$ cat config.mk
export PLATFORM = sky130hd
export DESIGN_NAME = pirq_regbank
export DESIGN_NICKNAME = d
export VERILOG_FILES = /design/src/rtl/pirq_pkg.sv /design/src/rtl/pirq_access_filter.sv /design/src/rtl/pirq_addr_decode.sv /design/src/rtl/pirq_prio_array.sv /design/src/rtl/pirq_regbank.sv
export SDC_FILE = /design/constraint.sdc
export NUM_CORES = 2
export LEC_CHECK = 0
export BUFFER_PORTS_ARGS = -buffer_cell sky130_fd_sc_hd__buf_2
export CORE_MARGIN = 2
export CORE_UTILIZATION = 30
export DETAILED_ROUTE_END_ITERATION = 12
export PLACE_DENSITY = 0.46
export SETUP_SLACK_MARGIN = 0.1
export SKIP_CTS_REPAIR_TIMING = 1
export SYNTH_ARGS = -nofsm -noshare
export SYNTH_HDL_FRONTEND = slang
export SYNTH_SLANG_ARGS = --single-unit
$ cat constraint.sdc
create_clock -name clk -period 6.36 [get_ports clk]
set_input_delay 0.318 -clock clk [delete_from_list [all_inputs] [get_ports clk]]
set_output_delay 0.318 -clock clk [all_outputs]
set_load 0.01 [all_outputs]
$ cat src/rtl/pirq_pkg.sv
package pirq_pkg;

    localparam int NUM_IRQ = 32;
    localparam int PRIO_W  = 8;
    localparam int ADDR_W  = 12;

    localparam logic [11:0] OFF_GROUP    = 12'h000;
    localparam logic [11:0] OFF_EN_SET   = 12'h004;
    localparam logic [11:0] OFF_EN_CLR   = 12'h008;
    localparam logic [11:0] OFF_PEND_SET = 12'h00C;
    localparam logic [11:0] OFF_PEND_CLR = 12'h010;
    localparam logic [11:0] OFF_ACT_SET  = 12'h014;
    localparam logic [11:0] OFF_ACT_CLR  = 12'h018;
    localparam logic [11:0] OFF_CFG_LO   = 12'h01C;
    localparam logic [11:0] OFF_CFG_HI   = 12'h020;
    localparam logic [11:0] OFF_GRPMOD   = 12'h024;
    localparam logic [11:0] OFF_NSCTL    = 12'h028;
    localparam logic [11:0] OFF_PRIO     = 12'h100;

    typedef enum logic [1:0] {
        SZ_BYTE  = 2'd0,
        SZ_HALF  = 2'd1,
        SZ_WORD  = 2'd2,
        SZ_DWORD = 2'd3
    } acc_size_e;

    typedef struct packed {
        logic grp;
        logic en_set;
        logic en_clr;
        logic pend_set;
        logic pend_clr;
        logic act_set;
        logic act_clr;
        logic cfg_lo;
        logic cfg_hi;
        logic grpmod;
        logic nsctl;
        logic prio;
        logic known;
    } reg_sel_t;

    // Priority as shown to the requesting agent
    function automatic logic [PRIO_W-1:0] prio_view(input logic [PRIO_W-1:0] stored,
                                                    input logic restricted,
                                                    input logic grp_bit);
        if (!restricted)
            return stored;
        if (!grp_bit)
            return '0;
        return {stored[PRIO_W-2:0], 1'b0};
    endfunction

    // Priority as stored after a write from the requesting agent
    function automatic logic [PRIO_W-1:0] prio_store(input logic [PRIO_W-1:0] value,
                                                     input logic restricted);
        if (!restricted)
            return value;
        return {1'b1, value[PRIO_W-1:1]};
    endfunction

endpackage

$ cat src/rtl/pirq_access_filter.sv
module pirq_access_filter
    import pirq_pkg::*;
#(
    parameter int N = NUM_IRQ
) (
    input  logic         bus_secure,
    input  logic         sec_disable,
    input  logic [N-1:0] grp,
    output logic         restricted,
    output logic         privileged,
    output logic [N-1:0] vis_mask
);

    always_comb begin
        restricted = !bus_secure && !sec_disable;
        privileged = bus_secure && !sec_disable;
        vis_mask   = restricted ? grp : {N{1'b1}};
    end

endmodule

$ cat src/rtl/pirq_addr_decode.sv
module pirq_addr_decode
    import pirq_pkg::*;
#(
    parameter int AW = ADDR_W,
    parameter int N  = NUM_IRQ,
    parameter int PW = PRIO_W
) (
    input  logic [AW-1:0] addr,
    input  logic [1:0]    size,
    output reg_sel_t      sel,
    output logic [N-1:0]  lane_hit
);

    localparam int IW = $clog2(N);
    localparam int NL = N / PW;
    localparam int LW = $clog2(NL);
    localparam int HW = IW - LW;
    localparam logic [AW-1:0] WIN = AW'(OFF_PRIO);

    logic word_acc;
    logic byte_acc;
    logic in_win;

    assign word_acc = acc_size_e'(size) == SZ_WORD;
    assign byte_acc = acc_size_e'(size) == SZ_BYTE;
    assign in_win   = addr[AW-1:IW] == WIN[AW-1:IW];

    for (genvar i = 0; i < N; i++) begin : g_lane
        assign lane_hit[i] = in_win &&
            ((byte_acc && addr[IW-1:0] == IW'(i)) ||
             (word_acc && addr[LW-1:0] == '0 && addr[IW-1:LW] == HW'(i / NL)));
    end

    always_comb begin
        sel          = '0;
        sel.grp      = word_acc && addr == AW'(OFF_GROUP);
        sel.en_set   = word_acc && addr == AW'(OFF_EN_SET);
        sel.en_clr   = word_acc && addr == AW'(OFF_EN_CLR);
        sel.pend_set = word_acc && addr == AW'(OFF_PEND_SET);
        sel.pend_clr = word_acc && addr == AW'(OFF_PEND_CLR);
        sel.act_set  = word_acc && addr == AW'(OFF_ACT_SET);
        sel.act_clr  = word_acc && addr == AW'(OFF_ACT_CLR);
        sel.cfg_lo   = word_acc && addr == AW'(OFF_CFG_LO);
        sel.cfg_hi   = word_acc && addr == AW'(OFF_CFG_HI);
        sel.grpmod   = word_acc && addr == AW'(OFF_GRPMOD);
        sel.nsctl    = word_acc && addr == AW'(OFF_NSCTL);
        sel.prio     = |lane_hit;
        sel.known    = sel.grp | sel.en_set | sel.en_clr | sel.pend_set |
                       sel.pend_clr | sel.act_set | sel.act_clr | sel.cfg_lo |
                       sel.cfg_hi | sel.grpmod | sel.nsctl | sel.prio;
    end

endmodule

$ cat src/rtl/pirq_prio_array.sv
module pirq_prio_array
    import pirq_pkg::*;
#(
    parameter int N  = NUM_IRQ,
    parameter int PW = PRIO_W
) (
    input  logic          clk,
    input  logic          rst_n,
    input  logic [N-1:0]  lane_we,
    input  logic [N*PW-1:0] lane_wdata,
    input  logic          restricted,
    input  logic [N-1:0]  grp,
    output logic [N*PW-1:0] prio_flat
);

    logic [PW-1:0] prio_d [N];
    logic [PW-1:0] prio_q [N];

    always_comb begin
        for (int i = 0; i < N; i++) begin
            prio_d[i] = prio_q[i];
            if (lane_we[i] && !(restricted && !grp[i]))
                prio_d[i] = prio_store(lane_wdata[i*PW +: PW], restricted);
        end
    end

    always_ff @(posedge clk or negedge rst_n) begin
        if (!rst_n) begin
            for (int i = 0; i < N; i++)
                prio_q[i] <= '0;
        end else begin
            for (int i = 0; i < N; i++)
                prio_q[i] <= prio_d[i];
        end
    end

    for (genvar i = 0; i < N; i++) begin : g_out
        assign prio_flat[i*PW +: PW] = prio_q[i];
    end

endmodule

$ cat src/rtl/pirq_regbank.sv
module pirq_regbank
    import pirq_pkg::*;
#(
    parameter int AW = ADDR_W,
    parameter int N  = NUM_IRQ,
    parameter int PW = PRIO_W
) (
    input  logic          clk,
    input  logic          rst_n,
    input  logic [AW-1:0] bus_addr,
    input  logic [1:0]    bus_size,
    input  logic          bus_rd,
    input  logic          bus_wr,
    input  logic [N-1:0]  bus_wdata,
    input  logic          bus_secure,
    input  logic          sec_disable,
    input  logic [N-1:0]  irq_level,
    output logic [N-1:0]  bus_rdata
);

    localparam int NL   = N / PW;
    localparam int HALF = N / 2;

    typedef struct packed {
        logic [N-1:0] grp;
        logic [N-1:0] en;
        logic [N-1:0] pend;
        logic [N-1:0] act;
        logic [N-1:0] edge_cfg;
        logic [N-1:0] grpmod;
        logic [N-1:0] nsctl;
        logic [N-1:0] rdata;
    } bank_t;

    bank_t           bank_d;
    bank_t           bank_q;
    reg_sel_t        sel;
    logic [N-1:0]    lane_hit;
    logic [N*PW-1:0] lane_wdata;
    logic [N*PW-1:0] prio_flat;
    logic            restricted;
    logic            privileged;
    logic [N-1:0]    vis_mask;
    logic            byte_acc;

    assign byte_acc = acc_size_e'(bus_size) == SZ_BYTE;

    pirq_access_filter #(.N(N)) u_filter (
        .bus_secure  (bus_secure),
        .sec_disable (sec_disable),
        .grp         (bank_q.grp),
        .restricted  (restricted),
        .privileged  (privileged),
        .vis_mask    (vis_mask)
    );

    pirq_addr_decode #(.AW(AW), .N(N), .PW(PW)) u_decode (
        .addr     (bus_addr),
        .size     (bus_size),
        .sel      (sel),
        .lane_hit (lane_hit)
    );

    for (genvar i = 0; i < N; i++) begin : g_wlane
        assign lane_wdata[i*PW +: PW] = byte_acc ? bus_wdata[PW-1:0]
                                                 : bus_wdata[(i % NL)*PW +: PW];
    end

    pirq_prio_array #(.N(N), .PW(PW)) u_prio (
        .clk        (clk),
        .rst_n      (rst_n),
        .lane_we    (lane_hit & {N{bus_wr}}),
        .lane_wdata (lane_wdata),
        .restricted (restricted),
        .grp        (bank_q.grp),
        .prio_flat  (prio_flat)
    );

    always_comb begin
        logic [N-1:0]  rd_val;
        logic [N-1:0]  pend_view;
        logic [PW-1:0] pv;

        bank_d    = bank_q;
        rd_val    = '0;
        pv        = '0;
        pend_view = bank_q.pend | (irq_level & ~bank_q.edge_cfg);

        if (bus_wr) begin
            if (sel.grp && !restricted)
                bank_d.grp = bus_wdata;
            if (sel.en_set)
                bank_d.en = bank_q.en | (bus_wdata & vis_mask);
            if (sel.en_clr)
                bank_d.en = bank_q.en & ~(bus_wdata & vis_mask);
            if (sel.pend_set)
                bank_d.pend = bank_q.pend | (bus_wdata & vis_mask);
            if (sel.pend_clr)
                bank_d.pend = bank_q.pend & ~(bus_wdata & vis_mask);
            if (sel.act_set)
                bank_d.act = bank_q.act | (bus_wdata & vis_mask);
            if (sel.act_clr)
                bank_d.act = bank_q.act & ~(bus_wdata & vis_mask);
            if (sel.cfg_hi) begin
                for (int n = 0; n < HALF; n++) begin
                    if (vis_mask[HALF+n])
                        bank_d.edge_cfg[HALF+n] = bus_wdata[2*n+1];
                end
            end
            if (sel.grpmod && privileged)
                bank_d.grpmod = bus_wdata;
            if (sel.nsctl && privileged)
                bank_d.nsctl = bus_wdata;
        end

        if (bus_rd) begin
            if (sel.grp && !restricted)
                rd_val = bank_q.grp;
            if (sel.en_set || sel.en_clr)
                rd_val = bank_q.en & vis_mask;
            if (sel.pend_set || sel.pend_clr)
                rd_val = pend_view & vis_mask;
            if (sel.act_set || sel.act_clr)
                rd_val = bank_q.act & vis_mask;
            if (sel.cfg_lo) begin
                for (int n = 0; n < HALF; n++)
                    rd_val[2*n+1] = bank_q.edge_cfg[n] & vis_mask[n];
            end
            if (sel.cfg_hi) begin
                for (int n = 0; n < HALF; n++)
                    rd_val[2*n+1] = bank_q.edge_cfg[HALF+n] & vis_mask[HALF+n];
            end
            if (sel.grpmod && privileged)
                rd_val = bank_q.grpmod;
            if (sel.nsctl && privileged)
                rd_val = bank_q.nsctl;
            if (sel.prio) begin
                for (int i = 0; i < N; i++) begin
                    if (lane_hit[i]) begin
                        pv = prio_view(prio_flat[i*PW +: PW], restricted, bank_q.grp[i]);
                        if (byte_acc)
                            rd_val[PW-1:0] = pv;
                        else
                            rd_val[(i % NL)*PW +: PW] = pv;
                    end
                end
            end
            if (!sel.known)
                rd_val = '0;
            bank_d.rdata = rd_val;
        end
    end

    always_ff @(posedge clk or negedge rst_n) begin
        if (!rst_n)
            bank_q <= '0;
        else
            bank_q <= bank_d;
    end

    assign bus_rdata = bank_q.rdata;

endmodule

-- Yosys cells after proc, flatten, opt, wreduce, memory -nomap -nowiden
Cells that the tools add are included.
- register bits: 496
- output and inout bits: 32
- input bits: 84
- muxes and demuxes: 685
- bitwise operators: 42
- equality and inequality tests: 50
- reductions and logical operators: 286
- operators with widths (kind ; number):
    $mux W8 ; 332
    $mux W32 ; 16
    $mux W1 ; 321
    $and A32 B32 Y32 ; 9
    $mux W16 ; 16
    $logic_and A1 B1 Y1 ; 153
    $or A32 B32 Y32 ; 4
    $eq A5 B5 Y1 const B ; 16
    $logic_not A1 Y1 ; 67
    $not A32 Y32 ; 2
    $eq A12 B5 Y1 const B ; 4
    $reduce_and A3 Y1 ; 16
    $eq A5 B4 Y1 const B ; 8
    $eq A12 B6 Y1 const B ; 3
    $logic_or A1 B1 Y1 ; 35
    $reduce_or A32 Y1 ; 1
    $eq A12 B4 Y1 const B ; 2
    $eq A5 B3 Y1 const B ; 4
    $and A1 B1 Y1 ; 16
    $eq A12 B3 Y1 const B ; 1
    $eq A3 B3 Y1 const B ; 4
    $logic_not A12 Y1 ; 1
    $reduce_and A2 Y1 ; 6
    $or A1 B1 Y1 ; 11
    other kinds (10) ; 15

-- Depth between registers and ports, before layout
- word-level depth: 92
- gate-level depth with buffers: 14
- depth with buffers taken out: 9

-- Cells and area by module
Synthesis repeated with hierarchy kept, for this count alone.
- cells, all modules: 4136
- area, all modules: 33850.0 um2
- modules (own cells, without submodules) (module ; times used ; cells an instance ; area each (um2)):
    pirq_regbank ; 1 ; 2741 ; 21197.8
    pirq_prio_array ; 1 ; 1247 ; 11863.9
    pirq_addr_decode ; 1 ; 108 ; 543.0
    pirq_access_filter ; 1 ; 40 ; 245.2

-- Worst setup path after synthesis
OpenSTA, ideal clock, no wires.
- kind: input-to-reg
- start point: input bus_addr[3]
- end point: register bank_q (netlist bit bus_rdata[1])
- stages on the path: 12
- data arrival time: 2533 ps
- required time: 6221 ps
- path buffers: 3
- path slack: 3688 ps
- library setup time: 139 ps
- path through: buf_4 or4_1 clkbuf_1 buf_2 nor2_1 nand2_1 a21oi_1 a211oi_1 o31a_1 o311ai_1 a21o_1 a21oi_1
- cells in the longest elaborated chain, start to end: 90
- RTL lines (element ; RTL line ; source):
    from (decl) ; pirq_regbank.sv:10 ; input logic [AW-1:0] bus_addr,
    $logic_not A12 Y1 ; pirq_addr_decode.sv:36 ; sel.grp = word_acc && addr == AW'(OFF_GROUP);
    $logic_and A1 B1 Y1 ; pirq_addr_decode.sv:36 ;
    $logic_and A1 B1 Y1 ; pirq_regbank.sv:117 ; if (sel.grp && !restricted)
    $mux W32 ; pirq_regbank.sv:117 ;
    $mux W32 ; pirq_regbank.sv:119 ; if (sel.en_set || sel.en_clr)
    $mux W32 ; pirq_regbank.sv:121 ; if (sel.pend_set || sel.pend_clr)
    $mux W32 ; pirq_regbank.sv:123 ; if (sel.act_set || sel.act_clr)
    $mux W1 ; pirq_regbank.sv:125 ; if (sel.cfg_lo) begin
    [74 not listed] ; -- ;
    $mux W8 ; pirq_regbank.sv:141 ; if (byte_acc)
    $mux W16 ; pirq_regbank.sv:139 ; if (lane_hit[i]) begin
    $mux W8 ; pirq_regbank.sv:141 ;
    $mux W8 ; pirq_regbank.sv:139 ;
    $mux W8 ; pirq_regbank.sv:141 ;
    $mux W8 ; pirq_regbank.sv:139 ;
    $mux W32 ; pirq_regbank.sv:137 ; if (sel.prio) begin
    $mux W32 * ; pirq_regbank.sv:148 ; if (!sel.known)
    to (signal assigned) ; pirq_regbank.sv:158 ; bank_q <= bank_d;
    to (decl) ; pirq_regbank.sv:36 ; bank_t bank_q;
Mark *: on every way between the ends. The rest lies on a longest branch, timed or not. The select of a mux whose other input is x is not followed.
A chain may end at the register's enable or synchronous reset.

-- Final worst setup path
- start point: input bus_addr[5]
- end point: register bank_q (netlist bit bus_rdata[29])
- cells in the longest elaborated chain, start to end: 32
- RTL lines (element ; RTL line):
    $logic_not A12 Y1 ; pirq_addr_decode.sv:36
    $logic_and A1 B1 Y1 ; pirq_addr_decode.sv:36
    $logic_and A1 B1 Y1 ; pirq_regbank.sv:117
    $mux W32 ; pirq_regbank.sv:117
    $mux W32 ; pirq_regbank.sv:119
    $mux W32 ; pirq_regbank.sv:121
    $mux W32 ; pirq_regbank.sv:123
    $mux W1 ; pirq_regbank.sv:125
    [16 not listed] ; --
    $mux W8 ; pirq_regbank.sv:141
    $mux W8 ; pirq_regbank.sv:139
    $mux W8 ; pirq_regbank.sv:141
    $mux W8 ; pirq_regbank.sv:139
    $mux W8 ; pirq_regbank.sv:141
    $mux W8 ; pirq_regbank.sv:139
    $mux W32 ; pirq_regbank.sv:137
    $mux W32 * ; pirq_regbank.sv:148
Marks and branches as above.

==> impl_metrics.yaml <==
place:
  dp_hpwl_um: 159000
  io_buffers: 115
  gp_congestion: 1.08
floorplanning:
  die_area_um2: 104000
  die_h_um: 322
  pin_count: 116
  die_w_um: 322
  std_cell_rows: 116
  coreArea_um2: 100000
  initial_core_util: 0.303
setup_path:
  timing.rr.end: "bus_rdata[7]"
  worstPathArrival_ns: 4.94
  r2r_slack_ns: 2.43
  r2r_cells: 8
  end_kind: "flip-flop"
  crit_type: "input pin to flip-flop"
  cp_max_fo: 12
  required_ns: 6.97
  r2r_start: "bank_q[231]"
  worst_setup_path_start_kind: "input pin"
sta:
  tightest_slew_ns: 1.35
  max_freq_mhz: 231
  hold_ws_ns: -0.0104
  tns_ns: 0
  finalSetupViolCount: 0
  finClkSkew_ns: 0.0264
  relSlewSlack: 0.0908
  rsz0062_at_grt: "false"
  hold_violations: 1
  min_period_over_period: 0.681
  post-route-min-period_ns: 4.33
  drv_slew: 0
power:
  pwr_density_cell_nw_per_um2: 219
  p_leak_nw: 15.1
  ir_drop_uv: 209
logic_synthesis:
  async_reset_ff_frac: 1.00
  ys_types: 90
  synth_top_flop_cell: "dfrtp_1"
  syn_area_um2: 30300
  synth-edff-count: 0
  netlist_instances: 3482
  ys_warn_count: 0
  synth_area_per_cell_um2: 8.70
  syn_nets: 3566
  ys_ff_latch: 496
  yosysSeqAreaShare: 0.410
cts:
  clk_latency_ns: 0.70
  root_buffer: "clkbuf_16"
  cts_num_sinks: 496
  cts_htree_levels: 2
  cts_buffers: 59
  clk_pin_slew_ns: 0.07
  cts_tree: "built"
  clockBufferDepth: 3
global_routing:
  grt_pass1_vias: 29500
  grt_antenna_before_repair: 29
  grt_pass1_wl_um: 275000
  track_usage: 0.391
  grt.overflow.total: 0
  grt_max_degree: 150
cells_and_area:
  utilization: 0.348
  final_nets: 3611
  seq_area_um2: 12400
  final_common_cell: "nand2_1"
  multiInputGateArea_um2: 16600
  layout_common_cells: "499 x nand2_1, 496 x dfrtp_1, 307 x o21ai_0, 279 x mux2_2, 274 x a21oi_1"
  drive_gt1_frac: 0.209
  fillers: 10600
  area_growth_pct: 15.0
drt:
  post_drt_wl_per_cell_um: 42.2
  via_per_inst: 6.59
  drtPass1Iterations: 6
  drtAntennaViolNets: 0
  vias: 32200
  drt_wl_total_um: 206000
  drc: 0
  drtIter0Drc: 4869
min_path:
  hp-class: "input pin to flip-flop"
  whs_path_depth: 3
  whs_endpoint: "bank_q[230]"
  min_from: "bus_wdata[6]"
status:
  violations: "hold timing"
  run_status: "finished with violations"
flow_run:
  drv_cap: 0
==> cell families after synthesis <==
family	synth area share
compound gates	0.239
xor+xnor	0.00116
buf+inv	0.0484
flops	0.410
mux	0.107
simple gates	0.195
==> metrics by stage <==
| stage | cell area (um^2) | power [mW] | hold WS [ns] | setup slack [ns] | instances |
|---|---|---|---|---|---|
| 3_3_place_gp | 32700 | 3.89 | 0.456 | 1.20 | 4761 |
| 4_1_cts | 34800 | 7.66 | -0.284 | 2.35 | 4873 |
| 3_5_place_dp | 32700 | 3.89 | 0.442 | 1.64 | 4762 |
| 5_1_grt | 34800 | 7.83 | 0.0243 | 2.29 | 4875 |
| 2_1_floorplan | 30300 | 3.48 | 0.0224 | 3.69 | 3482 |
| 6_report | 34800 | 7.63 | -0.0104 | 2.03 | 4882 |
==> worst max path at each step <==
stage | startpoint | endpoint | slack, ns | cells past startpoint
finish | bus_addr[5] | bus_rdata[29] | 2.03 | 11
global route | bus_addr[5] | bus_rdata[29] | 2.29 | 11
CTS | bus_addr[5] | bus_rdata[29] | 2.35 | 11
detailed placement | bus_addr[5] | bus_rdata[29] | 1.64 | 11
global placement | bus_addr[3] | bus_rdata[0] | 1.20 | 11
floorplan | bus_addr[3] | bus_rdata[1] | 3.69 | 12
==> power by group <==
part | internal, mW | switching (mW)
clock network | 2.24 | 1.54
logic | 0.124 | 0.533
registers | 3.17 | 0.0231
==> cells in the mapped netlist (all sizes together), types with 20 or more instances <==
master / number / share of area
a211oi: 35 / 0.0090
a21oi: 275 / 0.045
a221oi: 27 / 0.0078
a22oi: 35 / 0.0087
a31oi: 64 / 0.013
and3: 118 / 0.024
buf: 131 / 0.024
clkbuf: 161 / 0.020
dfrtp: 496 / 0.41
inv: 34 / 0.0042
mux2: 279 / 0.10
nand2: 506 / 0.063
nand3: 151 / 0.025
nand4: 27 / 0.0056
nor2: 224 / 0.028
nor3: 59 / 0.012
nor4: 31 / 0.0080
o211ai: 36 / 0.0089
o21a: 20 / 0.0050
o21ai: 313 / 0.052
o22a: 20 / 0.0058
o22ai: 55 / 0.011
o31ai: 91 / 0.023
or3: 21 / 0.0043
==> metal layers <==
layer  vias up  wire, um  GRT usage
met2      2161     82700      0.542
met1     16500     87800      0.551
met5         -        92          0
met3       479     21200     0.0925
met4        16     14000      0.222
li1      13100         -          -
==> worst max-delay path, stage by stage <==
cell and delay, ns:
buf_2 0.19, or4b_1 0.88, buf_4 0.34, or3_1 0.61
nor2_4 0.57, nand2_1 0.32, o22ai_1 0.22, a2111oi_0 0.10
a211oi_1 0.83, a221oi_1 0.33, a21oi_1 0.20
==> layout make-up <==
cell class | instances | area share
repair buffers | 276 | 0.0546
inverters | 34 | 0.00366
multi-input cells | 2660 | 0.478
flip-flops and latches | 496 | 0.356
clock inverters | 35 | 0.0134
diodes | 7 | 0.000503
clock buffers | 76 | 0.0474
well taps | 1298 | 0.0466
(Power assumes the default switching activity.)
